**config.mk**
```make
export PLATFORM = sky130hd
export DESIGN_NAME = pio_port_hub
export DESIGN_NICKNAME = d
export VERILOG_FILES = /design/src/rtl/pio_pkg.sv /design/src/rtl/pio_addr_decode.sv /design/src/rtl/pio_dev_channel.sv /design/src/rtl/pio_port_hub.sv
export SDC_FILE = /design/constraint.sdc
export NUM_CORES = 1
export LEC_CHECK = 0
export BUFFER_PORTS_ARGS = -buffer_cell sky130_fd_sc_hd__clkbuf_2
export CAP_MARGIN = 25
export CORE_AREA = 2 2 90 92
export CTS_BUF_LIST = sky130_fd_sc_hd__clkbuf_8
export DETAILED_ROUTE_END_ITERATION = 7
export DIE_AREA = 0 0 92 94
export GPL_ROUTABILITY_DRIVEN = 0
export PLACE_DENSITY = 0.49
export SETUP_SLACK_MARGIN = 0.5
export SYNTH_ARGS = -nofsm -noshare
export SYNTH_HDL_FRONTEND = slang
export SYNTH_SLANG_ARGS = --single-unit
```
**constraint.sdc**
```tcl
create_clock -name clk -period 2 [get_ports clk]
set_input_delay 0.3 -clock clk [delete_from_list [all_inputs] [get_ports clk]]
set_output_delay 0.3 -clock clk [all_outputs]
set_load 0.02 [all_outputs]
```
**src/rtl/pio_pkg.sv**
```systemverilog
package pio_pkg;
  localparam int BYTE_W = 8;
  localparam int WORD_W = BYTE_W + 1;

  typedef enum logic [1:0] {
    CMD_CTRL  = 2'd0,
    CMD_TEST  = 2'd1,
    CMD_FETCH = 2'd2,
    CMD_SEND  = 2'd3
  } cmd_class_e;

  typedef enum logic [1:0] {
    REG_DATA = 2'd0,
    REG_STAT = 2'd1,
    REG_CMD  = 2'd2,
    REG_NONE = 2'd3
  } reg_sel_e;

  typedef enum logic [1:0] {
    OP_IDLE = 2'd0,
    OP_RX   = 2'd1,
    OP_TX   = 2'd2
  } op_e;

  localparam int ST_BUSY  = 0;
  localparam int ST_READY = 1;
  localparam int ST_ERR   = 2;
  localparam int ST_PWR   = 3;
  localparam int ST_IRQEN = 4;

  localparam int CT_CLR_ERR = 2;
  localparam int CT_START   = 3;
  localparam int CT_IRQ_EN  = 4;

  // even parity: the whole 9-bit word must hold an even number of ones
  function automatic logic parity_ok(input logic [WORD_W-1:0] w);
    return (^w) == 1'b0;
  endfunction
endpackage

```
**src/rtl/pio_addr_decode.sv**
```systemverilog
module pio_addr_decode
  import pio_pkg::*;
#(
  parameter int ADDR_W = 5,
  parameter int NUM_DEV = 2,
  parameter logic [ADDR_W-1:0] BASE_ADDR = 5'h08,
  localparam int IDX_W = (NUM_DEV > 1) ? $clog2(NUM_DEV) : 1
) (
  input  logic [ADDR_W-1:0] addr,
  output logic              hit,
  output logic [IDX_W-1:0]  dev_sel,
  output reg_sel_e          reg_sel
);
  localparam int HI_LSB = 2 + IDX_W;

  logic base_match;
  assign base_match = (addr[ADDR_W-1:HI_LSB] == BASE_ADDR[ADDR_W-1:HI_LSB]);
  assign dev_sel    = addr[HI_LSB-1:2];
  assign reg_sel    = reg_sel_e'(addr[1:0]);
  assign hit        = base_match && (reg_sel != REG_NONE);
endmodule

```
**src/rtl/pio_dev_channel.sv**
```systemverilog
module pio_dev_channel
  import pio_pkg::*;
(
  input  logic              clk,
  input  logic              rst_n,
  input  logic              sel,
  input  logic              wr,
  input  logic              rd,
  input  reg_sel_e          reg_sel,
  input  logic [BYTE_W-1:0] wdata,
  input  logic              rx_valid,
  input  logic [WORD_W-1:0] rx_word,
  input  logic              tx_ready,
  input  logic              power,
  output logic              rx_ready,
  output logic              tx_valid,
  output logic [BYTE_W-1:0] tx_data,
  output logic              start_pulse,
  output logic [BYTE_W-1:0] status,
  output logic [BYTE_W-1:0] rx_byte,
  output logic              irq_req
);
  op_e        op;
  cmd_class_e cmd;
  logic busy, ready, err, pwr, irq_en;
  logic [BYTE_W-1:0] tx_buf;

  // named internal events
  logic wr_data, wr_cmd, rd_data;
  logic go_fetch, go_send, go_test, go_ctrl;
  logic rx_fire, tx_fire, parity_bad;

  assign cmd        = cmd_class_e'(wdata[1:0]);
  assign busy       = (op != OP_IDLE);
  assign wr_data    = sel && wr && (reg_sel == REG_DATA);
  assign wr_cmd     = sel && wr && (reg_sel == REG_CMD);
  assign rd_data    = sel && rd && (reg_sel == REG_DATA);
  assign go_fetch   = wr_cmd && (cmd == CMD_FETCH) && !busy;
  assign go_send    = wr_cmd && (cmd == CMD_SEND)  && !busy;
  assign go_test    = wr_cmd && (cmd == CMD_TEST)  && !busy;
  assign go_ctrl    = wr_cmd && (cmd == CMD_CTRL);
  assign rx_fire    = (op == OP_RX) && rx_valid;
  assign tx_fire    = (op == OP_TX) && tx_ready;
  assign parity_bad = rx_fire && !parity_ok(rx_word);

  assign rx_ready = (op == OP_RX);
  assign tx_valid = (op == OP_TX);
  assign tx_data  = tx_buf;
  assign irq_req  = ready && irq_en;

  always_comb begin
    status            = '0;
    status[ST_BUSY]   = busy;
    status[ST_READY]  = ready;
    status[ST_ERR]    = err;
    status[ST_PWR]    = pwr;
    status[ST_IRQEN]  = irq_en;
  end

  always_ff @(posedge clk) begin
    if (!rst_n) begin
      op          <= OP_IDLE;
      ready       <= 1'b0;
      err         <= 1'b0;
      pwr         <= 1'b0;
      irq_en      <= 1'b0;
      tx_buf      <= '0;
      rx_byte     <= '0;
      start_pulse <= 1'b0;
    end else begin
      start_pulse <= go_ctrl && wdata[CT_START];
      if (go_ctrl) irq_en <= wdata[CT_IRQ_EN];
      if (go_test) pwr <= power;
      if (wr_data && !busy) tx_buf <= wdata;

      unique case (op)
        OP_IDLE: if (go_fetch) op <= OP_RX;
                 else if (go_send) op <= OP_TX;
        OP_RX:   if (rx_fire) op <= OP_IDLE;
        OP_TX:   if (tx_fire) op <= OP_IDLE;
        default: op <= OP_IDLE;
      endcase

      if (rx_fire) begin
        rx_byte <= rx_word[BYTE_W-1:0];
        ready   <= 1'b1;
      end else if (go_fetch || rd_data) begin
        ready   <= 1'b0;
      end

      if (parity_bad) err <= 1'b1;
      else if (go_ctrl && wdata[CT_CLR_ERR]) err <= 1'b0;
    end
  end

  // READY only appears after a completed receive handshake
  a_r3_ready_from_capture: assert property (@(posedge clk) disable iff (!rst_n)
    $rose(ready) |-> $past(rx_fire));

  // a pending operation ends only through its handshake
  a_r8_busy_holds: assert property (@(posedge clk) disable iff (!rst_n)
    (busy && !rx_fire && !tx_fire) |=> busy);

  // ERR is sticky until a clearing control command
  a_r5_err_sticky: assert property (@(posedge clk) disable iff (!rst_n)
    (err && !(go_ctrl && wdata[CT_CLR_ERR])) |=> err);

  // taking the byte drops READY
  a_r10_read_clears: assert property (@(posedge clk) disable iff (!rst_n)
    (rd_data && !rx_fire) |=> !ready);

  // outgoing byte is held steady until accepted
  a_r4_tx_stable: assert property (@(posedge clk) disable iff (!rst_n)
    (tx_valid && !tx_ready) |=> (tx_valid && $stable(tx_data)));
endmodule

```
**src/rtl/pio_port_hub.sv**
```systemverilog
module pio_port_hub
  import pio_pkg::*;
#(
  parameter int ADDR_W = 5,
  parameter int NUM_DEV = 2,
  parameter logic [ADDR_W-1:0] BASE_ADDR = 5'h08
) (
  input  logic                      clk,
  input  logic                      rst_n,
  input  logic                      bus_cs,
  input  logic                      bus_rd,
  input  logic                      bus_wr,
  input  logic [ADDR_W-1:0]         bus_addr,
  input  logic [BYTE_W-1:0]         bus_wdata,
  output logic [BYTE_W-1:0]         bus_rdata,
  output logic                      irq,
  output logic [NUM_DEV-1:0]        dev_rx_ready,
  input  logic [NUM_DEV-1:0]        dev_rx_valid,
  input  logic [NUM_DEV*WORD_W-1:0] dev_rx_word,
  output logic [NUM_DEV-1:0]        dev_tx_valid,
  input  logic [NUM_DEV-1:0]        dev_tx_ready,
  output logic [NUM_DEV*BYTE_W-1:0] dev_tx_data,
  output logic [NUM_DEV-1:0]        dev_start,
  input  logic [NUM_DEV-1:0]        dev_power
);
  localparam int IDX_W = (NUM_DEV > 1) ? $clog2(NUM_DEV) : 1;

  logic             hit;
  logic [IDX_W-1:0] dev_sel;
  reg_sel_e         reg_sel;
  logic [BYTE_W-1:0] ch_status [NUM_DEV];
  logic [BYTE_W-1:0] ch_rx     [NUM_DEV];
  logic [NUM_DEV-1:0] irq_vec;

  pio_addr_decode #(
    .ADDR_W(ADDR_W), .NUM_DEV(NUM_DEV), .BASE_ADDR(BASE_ADDR)
  ) u_dec (
    .addr(bus_addr), .hit(hit), .dev_sel(dev_sel), .reg_sel(reg_sel)
  );

  for (genvar d = 0; d < NUM_DEV; d++) begin : g_ch
    logic ch_sel;
    assign ch_sel = bus_cs && hit && (dev_sel == IDX_W'(d));
    pio_dev_channel u_ch (
      .clk        (clk),
      .rst_n      (rst_n),
      .sel        (ch_sel),
      .wr         (bus_wr),
      .rd         (bus_rd),
      .reg_sel    (reg_sel),
      .wdata      (bus_wdata),
      .rx_valid   (dev_rx_valid[d]),
      .rx_word    (dev_rx_word[d*WORD_W +: WORD_W]),
      .tx_ready   (dev_tx_ready[d]),
      .power      (dev_power[d]),
      .rx_ready   (dev_rx_ready[d]),
      .tx_valid   (dev_tx_valid[d]),
      .tx_data    (dev_tx_data[d*BYTE_W +: BYTE_W]),
      .start_pulse(dev_start[d]),
      .status     (ch_status[d]),
      .rx_byte    (ch_rx[d]),
      .irq_req    (irq_vec[d])
    );
  end

  always_comb begin
    bus_rdata = '0;
    if (bus_cs && bus_rd && hit) begin
      unique case (reg_sel)
        REG_DATA: bus_rdata = ch_rx[dev_sel];
        REG_STAT: bus_rdata = ch_status[dev_sel];
        default:  bus_rdata = '0;
      endcase
    end
  end

  assign irq = |irq_vec;

  // a read outside the decoded window returns zero
  a_r1_miss_reads_zero: assert property (@(posedge clk) disable iff (!rst_n)
    (bus_cs && bus_rd && !hit) |-> (bus_rdata == '0));
endmodule

```
==> PnR_summary.wiki <==
{| class="wikitable"
! Metric !! Value
|-
| Detailed-route wire length || 6100 um
|-
| Top achievable clock speed || 604 MHz
|-
| Filler Cells Inserted || 795
|-
| Origin of the critical flop-to-flop path || g_ch[1].u_ch.op[0]
|-
| Worst slew margin || 70.0%
|-
| Number of global-route vias before repair || 1919
|-
| Fin crit period || 1660 ps
|-
| Highest ir drop seen on vdd || 0.292 mV
|-
| Mapped Nets || 287
|-
| Combined global-route utilization of all metal layers || 14.0%
|-
| Clock root buffer || clkbuf_8
|-
| Die Span Y || 94 um
|-
| Worst slew pin tran || 443 ps
|-
| Routed WL per cell || 14.3 um
|-
| Compound-gate portion of the synthesized area || 8.57%
|-
| Clock Tree Buf Depth || 2
|-
| Fraction of synthesis flops using an asynchronous set or reset pin || 0%
|-
| CTS clock-pin slew for the worst setup and hold paths || 90 ps
|-
| Worst setup slack for register-to-register paths || 680 ps
|-
| Worst reg-to-reg path cell count || 6
|-
| Die Footprint || 8650 um2
|-
| Pins over their slew limit || 0
|-
| Path category of the worst min-delay check || in -> reg
|-
| Total via count in the routed design || 1988
|-
| Startpoint of the worst hold path || dev_power[1]
|-
| Worst Path Max Fanout || 2
|-
| Number of synthesized flops with an enable pin || 0
|-
| Antenna violations before repair || 0
|-
| Clock buffers created by TritonCTS || 5
|-
| Post-synthesis area per instance || 9.17 um2
|-
| Kind of critical path || reg -> out
|-
| Post-DP HPWL || 4610 um
|-
| Most used flip-flop cell after synthesis || dfxtp_1
|-
| Post-synth design cell area || 2250 um2
|-
| Most common library cell in the layout ignoring fill and taps || clkbuf_2
|-
| Final total negative setup slack || 0 ps
|-
| Maximum clock skew at final layout || 3.31 ps
|-
| Horiz. Die Dim || 92 um
|-
| Mux share of post-synthesis cell area || 14.5%
|-
| DRT iter0 DRCs || 64
|-
| Reg-to-reg critical path endpoint || g_ch[1].u_ch.err
|-
| Reported leakage power || 0.00137 uW
|-
| Fraction of the yosys area taken by sequential cells || 41.0%
|-
| Antenna-violating nets left || 0
|-
| Crit path max-delay cell type || mux4_2
|-
| Combinational family with the most area after synthesis || simple AND/OR/NAND/NOR gates
|-
| Warnings from Yosys || 0
|-
| # IOs || 73
|-
| Maximum level of the CTS H-tree || 2
|-
| Tcrit/Tclk final || 82.8%
|-
| Hold path endpoint || g_ch[1].u_ch.pwr
|-
| Adder-cell share of the synthesized area || 0%
|-
| First-pass GRT wire length || 9540 um
|-
| Number of unique standard cell types used by synthesis || 40
|-
| Worst setup SP type || register
|-
| Peak per-stage delay on the critical path || 460 ps
|-
| Number of failing hold endpoints at the final stage || 0
|-
| Leading cell types in the layout, fill and taps excluded || clkbuf_2 (60), dfxtp_1 (35), nor2_1 (27), mux2i_1 (24)
|-
| DR vias/cell || 4.66
|-
| Port-buffer cells || 72
|-
| Max capacitance violation total || 0
|-
| Most congested layer reported by global routing || met2
|-
| TritonCTS clock tree || done
|-
| Status || completed
|-
| Count of standard-cell rows || 32
|-
| Power Dens Cells || 559 nW/um2
|-
| Xor and xnor area share after synthesis || 6.68%
|-
| Clock latency of the later-clocked register in the worst-skew pair || 300 ps
|-
| Pin count of the biggest net entering global routing || 19
|-
| Cell count of the worst hold path || 3
|-
| #FFs+latches synth || 46
|-
| Area inside the core boundary || 7610 um2
|-
| Nets@finish || 366
|-
| # setup viols final || 0
|-
| Number of clock sinks || 46
|-
| Count of mapped cells out of synthesis || 245
|-
| Total overflow reported by the global router || 0
|-
| Area growth syn-to-layout || 39.2%
|-
| DRC || 0
|-
| Number of inserted diodes || 0
|-
| Number of detailed-route iterations in the first pass || 4
|-
| Global routing usage on met3 || 2.49%
|-
| Setup repair after global routing missed its margin || true
|-
| Initial cell density of the core || 29.5%
|-
| Capturing element type of the critical path || output pin
|-
| Area share of and/or/nand/nor cells after synthesis || 24.3%
|-
| Proportion of layout cells with a drive suffix above 1 || 42.8%
|-
| Worst Hold Margin || 234 ps
|-
| Critical path cell sequence || mux4_2, nor2b_4, buf_8
|-
| Crit path required time || 1700 ps
|-
| Met2 demand-to-capacity share in global routing || 23.4%
|-
| Met1 usage in global routing || 18.6%
|-
| WP data arrival || 1360 ps
|}
==> Yosys cell counts (2+ instances only) <==
library cell	instances	share of area, %
a21oi_1	19	4.2
a31o_2	2	0.78
a32o_1	2	0.89
and2_1	2	0.56
buf_1	3	0.50
buf_4	7	2.3
clkbuf_1	7	1.2
dfxtp_1	46	41
mux2i_1	27	12
mux4_2	2	2.0
nand2_1	20	3.3
nand2b_1	3	0.84
nand3_1	19	4.2
nand3_2	2	0.89
nand4_1	2	0.56
nand4b_1	4	1.6
nor2_1	29	4.8
nor2b_1	8	2.2
nor3_1	4	0.89
nor4b_1	2	0.78
o21a_1	2	0.67
o22ai_1	2	0.56
or2_2	3	0.84
xnor2_1	10	3.9
xnor3_1	2	2.0
xor2_1	2	0.78
==> worst max-delay path: cells and delay by family, from the launching register on <==
| family | cells | cell delay [ps] |
|---|---|---|
| mux | 1 | 460 |
| flops | 1 | 330 |
| buf+inv | 1 | 120 |
| simple gates | 1 | 150 |
==> layout make-up <==
class                      instances  area, um2  share of cell area [%]
inverter                           1       3.75                   0.120
timing repair buffer              91        629                    20.1
multi-input combinational        179       1340                    42.7
clock inverter                     2       12.5                   0.400
sequential                        46        937                    30.0
clock buffer                       6       82.6                    2.64
tap                              102        128                    4.08
==> power breakdown <==
| part | total (uW) | switching, uW | leakage (uW) | internal (uW) |
|---|---|---|---|---|
| Combinational | 243 | 118 | 0.000945 | 124 |
| Sequential | 916 | 1.06 | 0.000376 | 915 |
| Clock | 590 | 312 | 0.0000472 | 278 |
==> state kept, by name, summed over array words and instances (netlist names) <==
register               cells
g_ch.u_ch.rx_byte         16
g_ch.u_ch.err              2
g_ch.u_ch.start_pulse      2
g_ch.u_ch.ready            2
g_ch.u_ch.pwr              2
g_ch.u_ch.op               4
g_ch.u_ch.tx_data         16
g_ch.u_ch.irq_en           2
==> worst max-delay path by stage <==
stage,start,end,slack [ps],depth (start not counted)
2_1_floorplan,bus_addr[0],bus_rdata[5],460,3
3_3_place_gp,bus_addr[4],bus_rdata[0],270,5
3_5_place_dp,bus_addr[4],bus_rdata[0],260,5
4_1_cts,g_ch[1].u_ch.irq_en,bus_rdata[4],300,3
5_1_grt,g_ch[1].u_ch.irq_en,bus_rdata[4],310,3
6_report,g_ch[1].u_ch.err,bus_rdata[2],340,3
==> layer usage <==
| metal | wire, um | vias up |
|---|---|---|
| li1 | - | 1011 |
| met1 | 2860 | 933 |
| met4 | 71 | 0 |
| met3 | 211 | 5 |
| met2 | 2950 | 39 |
| met5 | 0 | - |
==> kinds of logic (layout without fill, tap and decap cells) <==
kind of cell           count (synthesis)  after routing
buffers and inverters                 20            100
AND/OR/NAND/NOR                      104            104
XOR/XNOR                              14             14
flip-flops                            46             46
multiplexers                          30             30
AO/OA/AOI/OAI                         31             31
==> per-stage QoR <==
stage,instance area [um2],utilization [%],total power (uW),setup slack [ps],std cells
finish,3130,41.1,1750,343,427
global route,3130,41.1,1810,307,427
CTS,3010,39.6,1760,302,425
detailed placement,2710,35.7,1150,259,409
global placement,2710,35.7,1150,273,409
floorplan,2250,-,1060,457,245
==> what timing repair did <==
action,4_1_cts,5_1_grt
endpoints found under the setup margin,10,28
hold buffers,0,0
setup buffers,7,2
endpoints found under the hold margin,0,0
gates cloned,1,0
pin swaps,7,2
resized for setup,34,34
(Power assumes the default switching activity.)
